--- config.mk ---
export PLATFORM = sky130hd
export DESIGN_NAME = spi_shot_engine
export DESIGN_NICKNAME = d
export VERILOG_FILES = /design/src/rtl/spi_shot_pkg.sv /design/src/rtl/spi_shot_clkdiv.sv /design/src/rtl/spi_shot_frame.sv /design/src/rtl/spi_shot_engine.sv
export SDC_FILE = /design/constraint.sdc
export NUM_CORES = 1
export LEC_CHECK = 0
export ABC_CLOCK_PERIOD_IN_PS = 2500
export CELL_PAD_IN_SITES_DETAIL_PLACEMENT = 0
export CELL_PAD_IN_SITES_GLOBAL_PLACEMENT = 2
export CORE_UTILIZATION = 35
export DETAILED_ROUTE_END_ITERATION = 7
export DONT_BUFFER_PORTS = 1
export PLACE_DENSITY_LB_ADDON = 0.1
export SLEW_MARGIN = 20
export SYNTH_ARGS = -nofsm -noshare
export SYNTH_HDL_FRONTEND = slang
export SYNTH_HIERARCHICAL = 1
export SYNTH_SLANG_ARGS = --single-unit
--- constraint.sdc ---
create_clock -name clk_i -period 2.5 [get_ports clk_i]
set_clock_uncertainty 0.05 [all_clocks]
set_input_delay 0.125 -clock clk_i [delete_from_list [all_inputs] [get_ports clk_i]]
set_output_delay 0.125 -clock clk_i [all_outputs]
set_load 0.005 [all_outputs]
--- src/rtl/spi_shot_pkg.sv ---
package spi_shot_pkg;

    typedef enum logic [1:0] {
        ST_IDLE  = 2'd0,
        ST_SHIFT = 2'd1,
        ST_TAIL  = 2'd2
    } shot_state_e;

    localparam int REG_IDX_W = 2;
    localparam logic [REG_IDX_W-1:0] IDX_CTRL = 2'd0;
    localparam logic [REG_IDX_W-1:0] IDX_CMD  = 2'd1;
    localparam logic [REG_IDX_W-1:0] IDX_DATA = 2'd2;

    localparam int WORD_W    = 32;
    localparam int TXC_W     = 4;
    localparam int RXC_W     = 3;
    localparam int MAX_TX    = 8;
    localparam int MAX_RX    = 4;
    localparam int BIT_START = 8;
    localparam int BIT_BUSY  = 9;
    localparam int FRAME_W   = 8 * MAX_TX;

endpackage

--- src/rtl/spi_shot_clkdiv.sv ---
module spi_shot_clkdiv #(
    parameter int HALF = 2
) (
    input  logic clk_i,
    input  logic rst_n_i,
    input  logic en_i,
    output logic tick_o
);
    localparam int CNT_W = (HALF > 1) ? $clog2(HALF) : 1;
    localparam logic [CNT_W-1:0] LAST = CNT_W'(HALF - 1);

    logic [CNT_W-1:0] cnt_q;

    always_ff @(posedge clk_i) begin
        if (!rst_n_i || !en_i) begin
            cnt_q <= '0;
        end else if (cnt_q == LAST) begin
            cnt_q <= '0;
        end else begin
            cnt_q <= cnt_q + 1'b1;
        end
    end

    assign tick_o = en_i && (cnt_q == LAST);

    // the divider stays silent while the engine is idle
    assert_tick_gated_R4: assert property (@(posedge clk_i) disable iff (!rst_n_i)
        !en_i |-> !tick_o);
    assert_cnt_range_R4: assert property (@(posedge clk_i) disable iff (!rst_n_i)
        cnt_q <= LAST);

endmodule

--- src/rtl/spi_shot_frame.sv ---
module spi_shot_frame
    import spi_shot_pkg::*;
(
    input  logic [WORD_W-1:0]  cmd_i,
    input  logic [WORD_W-1:0]  data_i,
    output logic [FRAME_W-1:0] frame_o
);
    // byte 0 is the command byte, bytes 1..3 the address high to low
    assign frame_o[FRAME_W-1 -: 8]  = cmd_i[7:0];
    assign frame_o[FRAME_W-9 -: 8]  = cmd_i[31:24];
    assign frame_o[FRAME_W-17 -: 8] = cmd_i[23:16];
    assign frame_o[FRAME_W-25 -: 8] = cmd_i[15:8];

    // bytes 4..7 come from the data word, least significant byte first
    for (genvar i = 0; i < 4; i++) begin : g_data
        assign frame_o[FRAME_W-33-8*i -: 8] = data_i[8*i +: 8];
    end

endmodule

--- src/rtl/spi_shot_engine.sv ---
module spi_shot_engine
    import spi_shot_pkg::*;
#(
    parameter int DIV = 4
) (
    input  logic        clk_i,
    input  logic        rst_n_i,
    input  logic        wr_en_i,
    input  logic [1:0]  addr_i,
    input  logic [31:0] wdata_i,
    output logic [31:0] rdata_o,
    output logic        sclk_o,
    output logic        cs_n_o,
    output logic        mosi_o,
    input  logic        miso_i
);
    localparam int HALF = (DIV < 2) ? 1 : DIV / 2;

    shot_state_e state_q, state_d;

    logic [WORD_W-1:0]  cmd_q, data_q;
    logic [TXC_W-1:0]   ctl_tx_q, tx_q;
    logic [RXC_W-1:0]   ctl_rx_q, rx_q;
    logic [FRAME_W-1:0] frame_q, frame_w;
    logic [6:0]         rxsh_q;
    logic [2:0]         bit_q;
    logic [3:0]         byte_q;
    logic               sclk_q, cs_n_q, tail_q;
    logic               tick;

    logic               wr_ctrl, counts_ok, start_req;
    logic [TXC_W-1:0]   req_tx;
    logic [RXC_W-1:0]   req_rx;
    logic [3:0]         total;
    logic               in_tx, last_bit;
    logic [1:0]         rx_idx;

    spi_shot_clkdiv #(.HALF(HALF)) u_div (
        .clk_i  (clk_i),
        .rst_n_i(rst_n_i),
        .en_i   (state_q != ST_IDLE),
        .tick_o (tick)
    );

    spi_shot_frame u_frame (
        .cmd_i  (cmd_q),
        .data_i (data_q),
        .frame_o(frame_w)
    );

    assign wr_ctrl   = wr_en_i && (addr_i == IDX_CTRL);
    assign req_tx    = wdata_i[TXC_W-1:0];
    assign req_rx    = wdata_i[4 +: RXC_W];
    assign counts_ok = (req_tx != '0) && (req_tx <= TXC_W'(MAX_TX)) &&
                       (req_rx <= RXC_W'(MAX_RX));
    assign start_req = (state_q == ST_IDLE) && wr_ctrl && wdata_i[BIT_START] && counts_ok;

    assign total    = tx_q + {1'b0, rx_q};
    assign in_tx    = (byte_q < tx_q);
    assign last_bit = (bit_q == 3'd7) && (byte_q == total - 4'd1);
    assign rx_idx   = byte_q[1:0] - tx_q[1:0];

    // state register and transitions
    always_comb begin
        state_d = state_q;
        unique case (state_q)
            ST_IDLE:  if (start_req) state_d = ST_SHIFT;
            ST_SHIFT: if (tick && sclk_q && last_bit) state_d = ST_TAIL;
            ST_TAIL:  if (tick && tail_q) state_d = ST_IDLE;
            default:  state_d = ST_IDLE;
        endcase
    end

    always_ff @(posedge clk_i) begin
        if (!rst_n_i) state_q <= ST_IDLE;
        else          state_q <= state_d;
    end

    // registers, shifter and pin drivers
    always_ff @(posedge clk_i) begin
        if (!rst_n_i) begin
            cmd_q    <= '0;
            data_q   <= '0;
            ctl_tx_q <= '0;
            ctl_rx_q <= '0;
            tx_q     <= '0;
            rx_q     <= '0;
            frame_q  <= '0;
            rxsh_q   <= '0;
            bit_q    <= '0;
            byte_q   <= '0;
            sclk_q   <= 1'b0;
            cs_n_q   <= 1'b1;
            tail_q   <= 1'b0;
        end else begin
            unique case (state_q)
                ST_IDLE: begin
                    if (wr_en_i) begin
                        if (addr_i == IDX_CTRL) begin
                            ctl_tx_q <= req_tx;
                            ctl_rx_q <= req_rx;
                        end
                        if (addr_i == IDX_CMD)  cmd_q  <= wdata_i;
                        if (addr_i == IDX_DATA) data_q <= wdata_i;
                    end
                    if (start_req) begin
                        tx_q    <= req_tx;
                        rx_q    <= req_rx;
                        frame_q <= frame_w;
                        if (req_rx != '0) data_q <= '0;
                        cs_n_q  <= 1'b0;
                        sclk_q  <= 1'b0;
                        bit_q   <= '0;
                        byte_q  <= '0;
                        tail_q  <= 1'b0;
                    end
                end
                ST_SHIFT: begin
                    if (tick) begin
                        if (!sclk_q) begin
                            sclk_q <= 1'b1;
                            if (!in_tx) begin
                                rxsh_q <= {rxsh_q[5:0], miso_i};
                                if (bit_q == 3'd7)
                                    data_q[{rx_idx, 3'b000} +: 8] <= {rxsh_q, miso_i};
                            end
                        end else begin
                            sclk_q  <= 1'b0;
                            frame_q <= {frame_q[FRAME_W-2:0], 1'b0};
                            bit_q   <= bit_q + 3'd1;
                            if (bit_q == 3'd7) byte_q <= byte_q + 4'd1;
                        end
                    end
                end
                ST_TAIL: begin
                    if (tick) begin
                        if (tail_q) cs_n_q <= 1'b1;
                        else        tail_q <= 1'b1;
                    end
                end
                default: cs_n_q <= 1'b1;
            endcase
        end
    end

    assign sclk_o = sclk_q;
    assign cs_n_o = cs_n_q;
    assign mosi_o = (state_q == ST_SHIFT) && in_tx && frame_q[FRAME_W-1];

    always_comb begin
        rdata_o = '0;
        unique case (addr_i)
            IDX_CTRL: begin
                rdata_o[TXC_W-1:0]  = ctl_tx_q;
                rdata_o[4 +: RXC_W] = ctl_rx_q;
                rdata_o[BIT_BUSY]   = (state_q != ST_IDLE);
            end
            IDX_CMD:  rdata_o = cmd_q;
            IDX_DATA: rdata_o = data_q;
            default:  rdata_o = '0;
        endcase
    end

    // a high serial clock only ever appears inside a chip-select window
    assert_sclk_in_window_R4: assert property (@(posedge clk_i) disable iff (!rst_n_i)
        sclk_o |-> !cs_n_o);
    // sclk only moves on a divider tick
    assert_sclk_on_tick_R4: assert property (@(posedge clk_i) disable iff (!rst_n_i)
        (!tick && state_q != ST_IDLE) |=> $stable(sclk_o));
    // chip select is low throughout shifting
    assert_cs_held_R2: assert property (@(posedge clk_i) disable iff (!rst_n_i)
        (state_q == ST_SHIFT) |-> !cs_n_o);
    // the byte counter never runs past the requested total
    assert_byte_bound_R5: assert property (@(posedge clk_i) disable iff (!rst_n_i)
        (state_q != ST_IDLE) |-> (byte_q <= total));
    // writes during a shot leave the software registers untouched
    assert_busy_ignores_R8: assert property (@(posedge clk_i) disable iff (!rst_n_i)
        (state_q != ST_IDLE && wr_en_i) |=> ($stable(cmd_q) && $stable(ctl_tx_q) && $stable(ctl_rx_q)));
    // out-of-range counts never open a window
    assert_bad_counts_R9: assert property (@(posedge clk_i) disable iff (!rst_n_i)
        (state_q == ST_IDLE && wr_ctrl && wdata_i[BIT_START] && !counts_ok) |=> cs_n_o);

endmodule

---- Word level (Yosys, flattened, before mapping) ----
Cells that the tools add are included.
word-level totals
  bits of input ports ..................... 38
  output and inout bits ................... 35
  word-level logic and storage cells ...... 121
  flip-flop bits (word level) ............. 162
cells by class
  eq/ne operators ......................... 16
  shift-type cells ........................ 2
  add/subtract/negate cells ............... 7
  muxes and demuxes ....................... 40
  bitwise operators ....................... 3
  reduce and logical (&&, ||, !) cells .... 35
  $lt $le $gt $ge ......................... 3
operator list
  cell                                                                    count
  32-bit two-way mux                                                      8
  64-bit two-way mux                                                      3
  64-bit one-hot mux with 2 select lines                                  1
  32-bit one-hot mux with 2 select lines                                  1
  22-bit one-hot mux with 2 select lines                                  1
  32-bit bitwise mux                                                      1
  8-bit by 7-bit variable shift with 32-bit output, first input constant  1
  8-bit by 7-bit indexed part select with 32-bit output                   1
  7-bit one-hot mux with 3 select lines                                   1
  2-bit != test, second input constant                                    10
  4-bit two-way mux                                                       4
  3-bit AND reduction                                                     5
  1-bit logical AND                                                       13
  4-bit AND reduction                                                     3
  5-bit AND reduction                                                     2
  3-bit two-way mux                                                       3
  4-bit one-hot mux with 2 select lines                                   1
  5-bit negation with 7-bit output                                        1
  1-bit two-way mux                                                       6
  2-bit two-way mux                                                       3
  1-bit one-hot mux with 3 select lines                                   2
  2-bit one-hot mux with 3 select lines                                   1
  3-bit one-hot mux with 2 select lines                                   1
  2-bit nonzero test                                                      3
  23 further kinds                                                        30

---- Logic depth before layout (Yosys ltp) ----
Gate-level depths: netlist of run 1.
  depth after elaboration ................. 9
  gate-level depth with buffers ........... 12
  mapped depth without buffers ............ 11

---- Hierarchy ----
Netlist of run 1, hierarchy kept.
modules (own cells, without submodules)
  module           cells an instance  area each (um2)  instances
  spi_shot_engine  921                7,847.5          1
  spi_shot_frame   64                 480.5            1
  spi_shot_clkdiv  3                  36.3             1

---- Worst setup path before layout of run 1 ----
No wires, ideal clock.
  path kind ............................... flip-flop to flip-flop
  from .................................... reg byte_q[0]
  to ...................................... reg data_q[10]
  required time ........................... 2.379 ns
  setup time .............................. 0.071 ns
  slack ................................... -0.072 ns
  cell stages (with the launch flop) ...... 9
  path buffers ............................ 0
  clock period less this slack ............ 2.572 ns
  arrival ................................. 2.451 ns
  path through ............................ dfxtp_1 > inv_1 > ha_1 > inv_1 > fa_1 > ha_1 > nor4_1 > a22oi_1 > o2bb2ai_1
between the ends
  word-level cells in the longest chain between the ends .. 9
  elaborated cells between the ends (all ways) .. 13
  classes of those cells .................. add/sub (2); order compare (1); eq/ne (1); shift (2); mux (6); reduce/logical (1)
ends and longest elaborated chain
  what                                                                                                                              RTL line                text
  start: declaration                                                                                                                spi_shot_engine.sv:27   logic [3:0] byte_q;
  start signal: assignment                                                                                                          spi_shot_engine.sv:131  if (bit_q == 3'd7) byte_q <= byte_q + 4'd1;
  2-bit subtractor                                                                                                                  spi_shot_engine.sv:61   assign rx_idx = byte_q[1:0] - tx_q[1:0];
  5-bit negation with 7-bit output                                                                                                  spi_shot_engine.sv:125  data_q[{rx_idx, 3'b000} +: 8] <= {rxsh_q, miso_i};
  8-bit by 7-bit indexed part select with 32-bit output / 8-bit by 7-bit variable shift with 32-bit output (equally long branches)  spi_shot_engine.sv:125
  32-bit bitwise mux                                                                                                                spi_shot_engine.sv:125
  32-bit two-way mux                                                                                                                spi_shot_engine.sv:124  if (bit_q == 3'd7)
  32-bit two-way mux                                                                                                                spi_shot_engine.sv:122  if (!in_tx) begin
  32-bit two-way mux                                                                                                                spi_shot_engine.sv:120  if (!sclk_q) begin
  32-bit two-way mux                                                                                                                spi_shot_engine.sv:119  if (tick) begin
  32-bit one-hot mux with 2 select lines                                                                                            spi_shot_engine.sv:96   unique case (state_q)
  end signal: assignment                                                                                                            spi_shot_engine.sv:104  if (addr_i == IDX_DATA) data_q <= wdata_i;
  end signal: indexed assignment                                                                                                    spi_shot_engine.sv:125
  end: declaration                                                                                                                  spi_shot_engine.sv:21   logic [WORD_W-1:0] cmd_q, data_q;
Parallel ways exist; a longest one is shown, timed or not. The select of a mux whose other input is x is not followed.
A chain may end at the register's enable or synchronous reset.

---- Worst setup path in the final report of run 1 ----
  from .................................... reg byte_q[0]
  to ...................................... reg data_q[24]
Same word-level chain as after synthesis.

==> flow_metrics.env, run 1 <==
export IMPL_outcome="complete, no violations"
export IMPL_drt_wirelength_per_cell_um=21.6
export IMPL_first_global_vias=6717
export IMPL_yosys_register_bits=162
export IMPL_cts_max_path_buffers=2
export IMPL_htree_levels=4
export IMPL_routed_via_count=6942
export IMPL_final_min_period_over_clock_period=0.946
export IMPL_dp_cells=1193
export IMPL_startpoint_class_of_the_critical_path="flip-flop"
export IMPL_groute_layer_met1_usage=0.315
export IMPL_worstPathMaxFanout=7
export IMPL_synth_enable_flop_cells=0
export IMPL_cts_inserted_buffers=17
export IMPL_syn_nets=1046
export IMPL_busiest_layer="met2"
export IMPL_detail_route_drc_violations=0
export IMPL_route_antenna_remaining_nets=0
export IMPL_wl_um=27200
export IMPL_initial_antenna_violation_count=0
export IMPL_dpl_hpwl_um=17000
export IMPL_die_y_um=157
export IMPL_die_width_um=157
export IMPL_synth_cell_area_um2=8360
export IMPL_timing_hold_ws_ns=0.00656
export IMPL_max_vdd_ir_drop_uv=343
export IMPL_grt_pass1_wl_um=41700
export IMPL_powerDensity_nw_per_um2=618
export IMPL_syn_instance_count=988
export IMPL_start_util=0.356
export IMPL_gpl_final_weighted_congestion=0.790
export IMPL_synth_flop_cell="sky130_fd_sc_hd__dfxtp_1"
export IMPL_layout_drive_gt1_share=0.105
export IMPL_dieArea_um2=24500
export IMPL_detail_route_iter0_violations=570
export IMPL_slew_limit_headroom=0.396
export IMPL_worst_ep_arrival_time_ns=2.67
export IMPL_worst_slew_pin_transition_ns=0.906
export IMPL_power_leakage_nw=3.82
export IMPL_timing_final_hold_violations=0
export IMPL_hold_path_class="in2reg"
export IMPL_cts_root_buffer="sky130_fd_sc_hd__clkbuf_16"
export IMPL_worstPathRequired_ns=2.80
export IMPL_cts_num_sinks=162
export IMPL_netlist_cell_type_count=46
export IMPL_grtUsageTotal=0.227
export IMPL_synth_seq_area_share=0.388
export IMPL_largest_net_degree_at_the_start_of_global_routing=135
export IMPL_async_reset_ff_frac=0
export IMPL_num_antenna_cells=0
export IMPL_crit_path_end_kind="flip-flop"
export IMPL_timing_max_cap_violations=0
export IMPL_clock_tree_from_tritoncts="built"
export IMPL_routed_via_density=5.51
export IMPL_clk_pin_slew_ns=0.07
export IMPL_cts_repair_timing_setup_buffer_count=0
export IMPL_first_pass_iters=8
export IMPL_layout_cells_most_common_list="sky130_fd_sc_hd__nand2_1, sky130_fd_sc_hd__dfxtp_1, sky130_fd_sc_hd__nand4_1"
export IMPL_area_growth_pct=10.7
export IMPL_timing_max_transition_violations_final=0
export IMPL_rows=56
export IMPL_grt_use_met3=0.0382
export IMPL_criticalPathCategory="reg2reg"
export IMPL_worstSkewPairLatency_ns=0.43
export IMPL_grtUsageMet2=0.369
export IMPL_mostFrequentLayoutCell="sky130_fd_sc_hd__nand2_1"
export IMPL_post_layout_nonfiller_instances=1260
export IMPL_ios=73
export IMPL_yosys_warnings=6
export IMPL_port_buffers=0
export IMPL_avgSynthCellArea_um2=8.47
export IMPL_final_nets=987
export IMPL_setup_violators_final=0
export IMPL_min_period_ns=2.36
export IMPL_max_freq_ghz=0.423
export IMPL_coreArea_um2=23500
export IMPL_grt_overflow_total=0
## logic make-up (layout without fill, tap and decap cells)
family                     Yosys count  in the layout  share of synthesized area
buffers and inverters              165            118                      0.108
adders and majority gates           20             20                     0.0317
AOI/OAI and AO/OA                  232            232                      0.233
and+or+nand+nor                    389            389                      0.217
xor gates and xnor gates             9              9                    0.00942
muxes                               11             11                     0.0132
DFF                                162            162                      0.388
## per-stage QoR
step	util	setup TNS (ns)	setup WS [ns]	power, mW	instance area (um2)
finish	0.395	0	0.136	5.73	9260
global route	0.395	-0.00110	-0.00110	5.92	9260
CTS	0.391	0	0.0141	5.75	9180
detailed placement	0.350	-0.0212	-0.0128	3.08	8200
global placement	0.350	-0.202	-0.0463	3.07	8200
floorplan	-	-1.13	-0.0719	3.04	8360
## Yosys cell counts, types with 6 or more instances
library cell	instances	area (um2)
sky130_fd_sc_hd__ha_1	18	225
sky130_fd_sc_hd__a21boi_0	47	353
sky130_fd_sc_hd__nand3_1	7	35.0
sky130_fd_sc_hd__o2bb2ai_1	23	201
sky130_fd_sc_hd__a22oi_1	48	360
sky130_fd_sc_hd__dfxtp_1	162	3240
sky130_fd_sc_hd__inv_1	18	67.6
sky130_fd_sc_hd__a222oi_1	8	80.1
sky130_fd_sc_hd__o211a_1	63	631
sky130_fd_sc_hd__nand2b_1	6	37.5
sky130_fd_sc_hd__a22o_1	15	131
sky130_fd_sc_hd__nor2b_1	35	219
sky130_fd_sc_hd__nand4_1	65	407
sky130_fd_sc_hd__buf_2	12	60.1
sky130_fd_sc_hd__mux2i_1	11	110
sky130_fd_sc_hd__nand2_1	239	897
sky130_fd_sc_hd__buf_4	64	480
sky130_fd_sc_hd__clkbuf_1	62	233
sky130_fd_sc_hd__a21oi_1	11	55.1
sky130_fd_sc_hd__nor2_1	16	60.1
## final cells by class
| class | count | area, um2 |
|---|---|---|
| Sequential cell | 162 | 3250 |
| Inverter | 18 | 67.6 |
| Clock buffer | 20 | 467 |
| Fill cell | 2372 | 14200 |
| Multi-Input combinational cell | 661 | 4340 |
| Tap cell | 319 | 399 |
| Clock inverter | 11 | 108 |
| Timing Repair Buffer | 69 | 638 |
## worst max-delay path: stages (launching register included)
cell and delay [ns]:
sky130_fd_sc_hd__dfxtp_1 0.32, sky130_fd_sc_hd__inv_2 0.06, sky130_fd_sc_hd__ha_1 0.14, sky130_fd_sc_hd__inv_1 0.06, sky130_fd_sc_hd__fa_2 0.64, sky130_fd_sc_hd__inv_2 0.07
sky130_fd_sc_hd__ha_4 0.19, sky130_fd_sc_hd__nor4_4 0.28, sky130_fd_sc_hd__buf_4 0.20, sky130_fd_sc_hd__a22oi_1 0.09, sky130_fd_sc_hd__o2bb2ai_1 0.19
## final timing paths
kind / slack (ns) / endpoint / start / cells past startpoint
max: 0.14 / data_q[24] / byte_q[0] / 10
min: 0.007 / data_q[20] / rst_n_i / 2
max reg2reg: 0.14 / data_q[24] / byte_q[0] / 10
min reg2reg: 0.41 / frame_q[0] / frame_q[0] / 2
## state kept, by name (all words and copies together) (netlist names)
name	cells
frame_q	64
cs_n_o	1
byte_q	4
data_q	32
sclk_o	1
ctl_tx_q	4
state_q	2
rxsh_q	7
u_div/cnt_q	1
rx_q	3
tx_q	4
cmd_q	32
bit_q	3
ctl_rx_q	3
tail_q	1
## report_power, final
group / internal [mW] / switching (mW)
Combinational: 0.176 / 0.276
Clock: 1.45 / 1.13
Sequential: 2.64 / 0.0506
## repair_timing
item,CTS,global route
hold endpoints to repair,162,21
endpoints found under the setup margin,12,34
pin swaps,1,8
resized for setup,5,21
hold buffers,35,1
## per-layer routing
layer	vias to the layer above	routed length (um)
li1	3317	-
met1	3406	12900
met2	202	12800
met3	17	1210
met4	0	245
met5	-	0
(Power assumes the default switching activity.)
==> inputs of run 2 (changes only) <==
--- a/config.mk
+++ b/config.mk
@@ -5,10 +5,10 @@
 export SDC_FILE = /design/constraint.sdc
 export NUM_CORES = 1
 export LEC_CHECK = 0
-export ABC_CLOCK_PERIOD_IN_PS = 2500
+export ABC_CLOCK_PERIOD_IN_PS = 2430
 export CELL_PAD_IN_SITES_DETAIL_PLACEMENT = 0
 export CELL_PAD_IN_SITES_GLOBAL_PLACEMENT = 2
-export CORE_UTILIZATION = 35
+export CORE_UTILIZATION = 39
 export DETAILED_ROUTE_END_ITERATION = 7
 export DONT_BUFFER_PORTS = 1
 export PLACE_DENSITY_LB_ADDON = 0.1
==> constraint.sdc (replaced) <==
create_clock -name clk_i -period 2.43 [get_ports clk_i]
set_clock_uncertainty 0.05 [all_clocks]
set_input_delay 0.486 -clock clk_i [delete_from_list [all_inputs] [get_ports clk_i]]
set_output_delay 0.486 -clock clk_i [all_outputs]
set_load 0.005 [all_outputs]
==> run 2 against run 1 <==
  * Sequential cell count stayed put
  * Die area is 10% lower
  * Design area is 2.4% lower
  * Global-route usage is 1.3 points higher
  * Critical path type is now reg2out
==> flow_metrics.env, run 2 (synthesized netlist as in run 1, its figures left out) <==
export IMPL_dieArea_um2=22000
export IMPL_outcome="complete, no violations"
export IMPL_setup_violators_final=0
export IMPL_cts_inserted_buffers=17
export IMPL_port_buffers=0
export IMPL_worstPathMaxFanout=2
export IMPL_dpl_hpwl_um=16800
export IMPL_largest_net_degree_at_the_start_of_global_routing=144
export IMPL_power_mw=5.84
export IMPL_detail_route_drc_violations=0
export IMPL_final_design_area_no_fill_um2=9040
export IMPL_timing_final_hold_violations=0
export IMPL_n_fill_cell=2093
export IMPL_holdBufCountCts=0
export IMPL_die_y_um=148
export IMPL_gpl_final_weighted_congestion=0.803
export IMPL_clock_tree_from_tritoncts="built"
export IMPL_first_global_vias=6849
export IMPL_clk_pin_slew_ns=0.06
export IMPL_placed_cell_area_um2=8310
export IMPL_cts_num_sinks=162
export IMPL_worstPathRequired_ns=1.89
export IMPL_worst_slew_pin_transition_ns=0.947
export IMPL_grt_overflow_total=0
export IMPL_initial_antenna_violation_count=0
export IMPL_largest_register_ffs=64
export IMPL_drt_wirelength_per_cell_um=21.5
export IMPL_largest_register="frame_q"
export IMPL_grt_pass1_wl_um=40200
export IMPL_power_leakage_nw=3.73
export IMPL_timing_max_transition_violations_final=0
export IMPL_rows=53
export IMPL_timing_max_cap_violations=0
export IMPL_die_width_um=148
export IMPL_path_delay_family="adder cells"
export IMPL_detail_route_iter0_violations=590
export IMPL_layout_drive_gt1_share=0.122
export IMPL_max_stage_delay_ns=0.37
export IMPL_final_min_period_over_clock_period=0.992
export IMPL_crit_path_end_kind="output port"
export IMPL_cts_root_buffer="sky130_fd_sc_hd__clkbuf_16"
export IMPL_route_antenna_remaining_nets=0
export IMPL_mostFrequentLayoutCell="sky130_fd_sc_hd__nand2_1"
export IMPL_cts_max_path_buffers=2
export IMPL_totalNegativeSetupSlack_ns=0
export IMPL_critical_path_slowest_cell="sky130_fd_sc_hd__fa_2"
export IMPL_worstSkewPairLatency_ns=0.43
export IMPL_max_freq_ghz=0.415
export IMPL_final_nets=967
export IMPL_crit_path_cell_trace="inv_2 > buf_6 > fa_2 > a21o_1 > a21oi_2 > and3_4"
export IMPL_wl_um=25700
export IMPL_powerDensity_nw_per_um2=645
export IMPL_slew_limit_headroom=0.365
export IMPL_max_vdd_ir_drop_uv=399
export IMPL_area_growth_pct=8.12
export IMPL_grtUsageTotal=0.240
export IMPL_routed_via_density=5.81
export IMPL_worst_ep_arrival_time_ns=1.88
export IMPL_first_pass_iters=5
export IMPL_htree_levels=4
export IMPL_start_util=0.398
export IMPL_min_period_ns=2.41
export IMPL_reg2reg_setup_slack_ns=0.10
export IMPL_hold_path_class="in2reg"
export IMPL_setup_repair_after_global_routing_missed_its_margin="yes"
export IMPL_startpoint_class_of_the_critical_path="flip-flop"
export IMPL_layout_cells_most_common_list="sky130_fd_sc_hd__nand2_1, sky130_fd_sc_hd__dfxtp_1, sky130_fd_sc_hd__nand4_1"
export IMPL_largest_registers="frame_q x64, cmd_q x32, data_q x32"
export IMPL_criticalPathCategory="reg2out"
export IMPL_routed_via_count=6944
export IMPL_ios=73
export IMPL_coreArea_um2=21000
export IMPL_worstPathBufferInverterCount=2
run 2: cell types whose count changed in the layout (fill, tap and decap cells not counted), sizes merged:
cell         change
diode            +1
clkbuf           -1
bufinv           +2
clkinvlp         +2
dlygate4sd3     -35
clkinv           -5
buf             +15
run 2: layout make-up:
class / count / area [um2] / share of cell area
inverter: 18 / 67.6 / 0.00747
clock inverter: 10 / 139 / 0.0154
antenna: 1 / 2.50 / 0.000277
timing repair buffer: 49 / 458 / 0.0506
sequential: 162 / 3250 / 0.359
multi-input combinational: 661 / 4350 / 0.481
tap: 275 / 344 / 0.0380
clock buffer: 19 / 433 / 0.0479
run 2: final timing paths:
| path | from | end | cells past startpoint |
|---|---|---|---|
| worst min register to register | bit_q[1] | bit_q[1] | 2 |
| worst max-delay path | tx_q[1] | mosi_o | 6 |
| worst min-delay path | wdata_i[2] | ctl_tx_q[2] | 2 |
| worst max register to register | byte_q[0] | data_q[30] | 10 |
run 2: where the power goes:
group | leakage (nW) | internal (mW) | switching (mW)
clock network | 0.267 | 1.60 | 1.11
logic | 2.15 | 0.151 | 0.213
registers | 1.31 | 2.72 | 0.0494
total | 3.73 | 4.46 | 1.37
run 2: through the flow:
stage | cells | hold slack [ns] | worst slack (ns) | utilization
2_1_floorplan | 988 | 0.385 | -0.142 | -
3_3_place_gp | 1161 | 0.397 | -0.136 | 0.395
3_5_place_dp | 1161 | 0.405 | -0.171 | 0.395
4_1_cts | 1195 | 0.104 | -0.0243 | 0.426
5_1_grt | 1194 | 0.113 | -0.0732 | 0.430
6_report | 1195 | 0.148 | 0.0184 | 0.430
run 2: routing by layer:
layer,track usage,up-vias,part of all wire
met5,0,-,0
met4,0.0711,0,0.013
met3,0.0491,27,0.063
met2,0.370,188,0.46
met1,0.335,3447,0.46
li1,-,3282,-
run 2: what timing repair did:
action / in CTS / in global routing
resized for setup: 11 / 22
pin swaps: 3 / 10
setup endpoints to repair: 29 / 43
buffers inserted: 5 / 0
run 2: worst reg2reg max path: cells and delay by family, from the launching register on:
family | cells | cell delay, ns
AND/OR/NAND/NOR | 3 | 0.50
AO/OA/AOI/OAI | 2 | 0.33
buffers and inverters | 2 | 0.09
flip-flops | 1 | 0.33
adder cells (fa/ha/maj) | 3 | 0.97
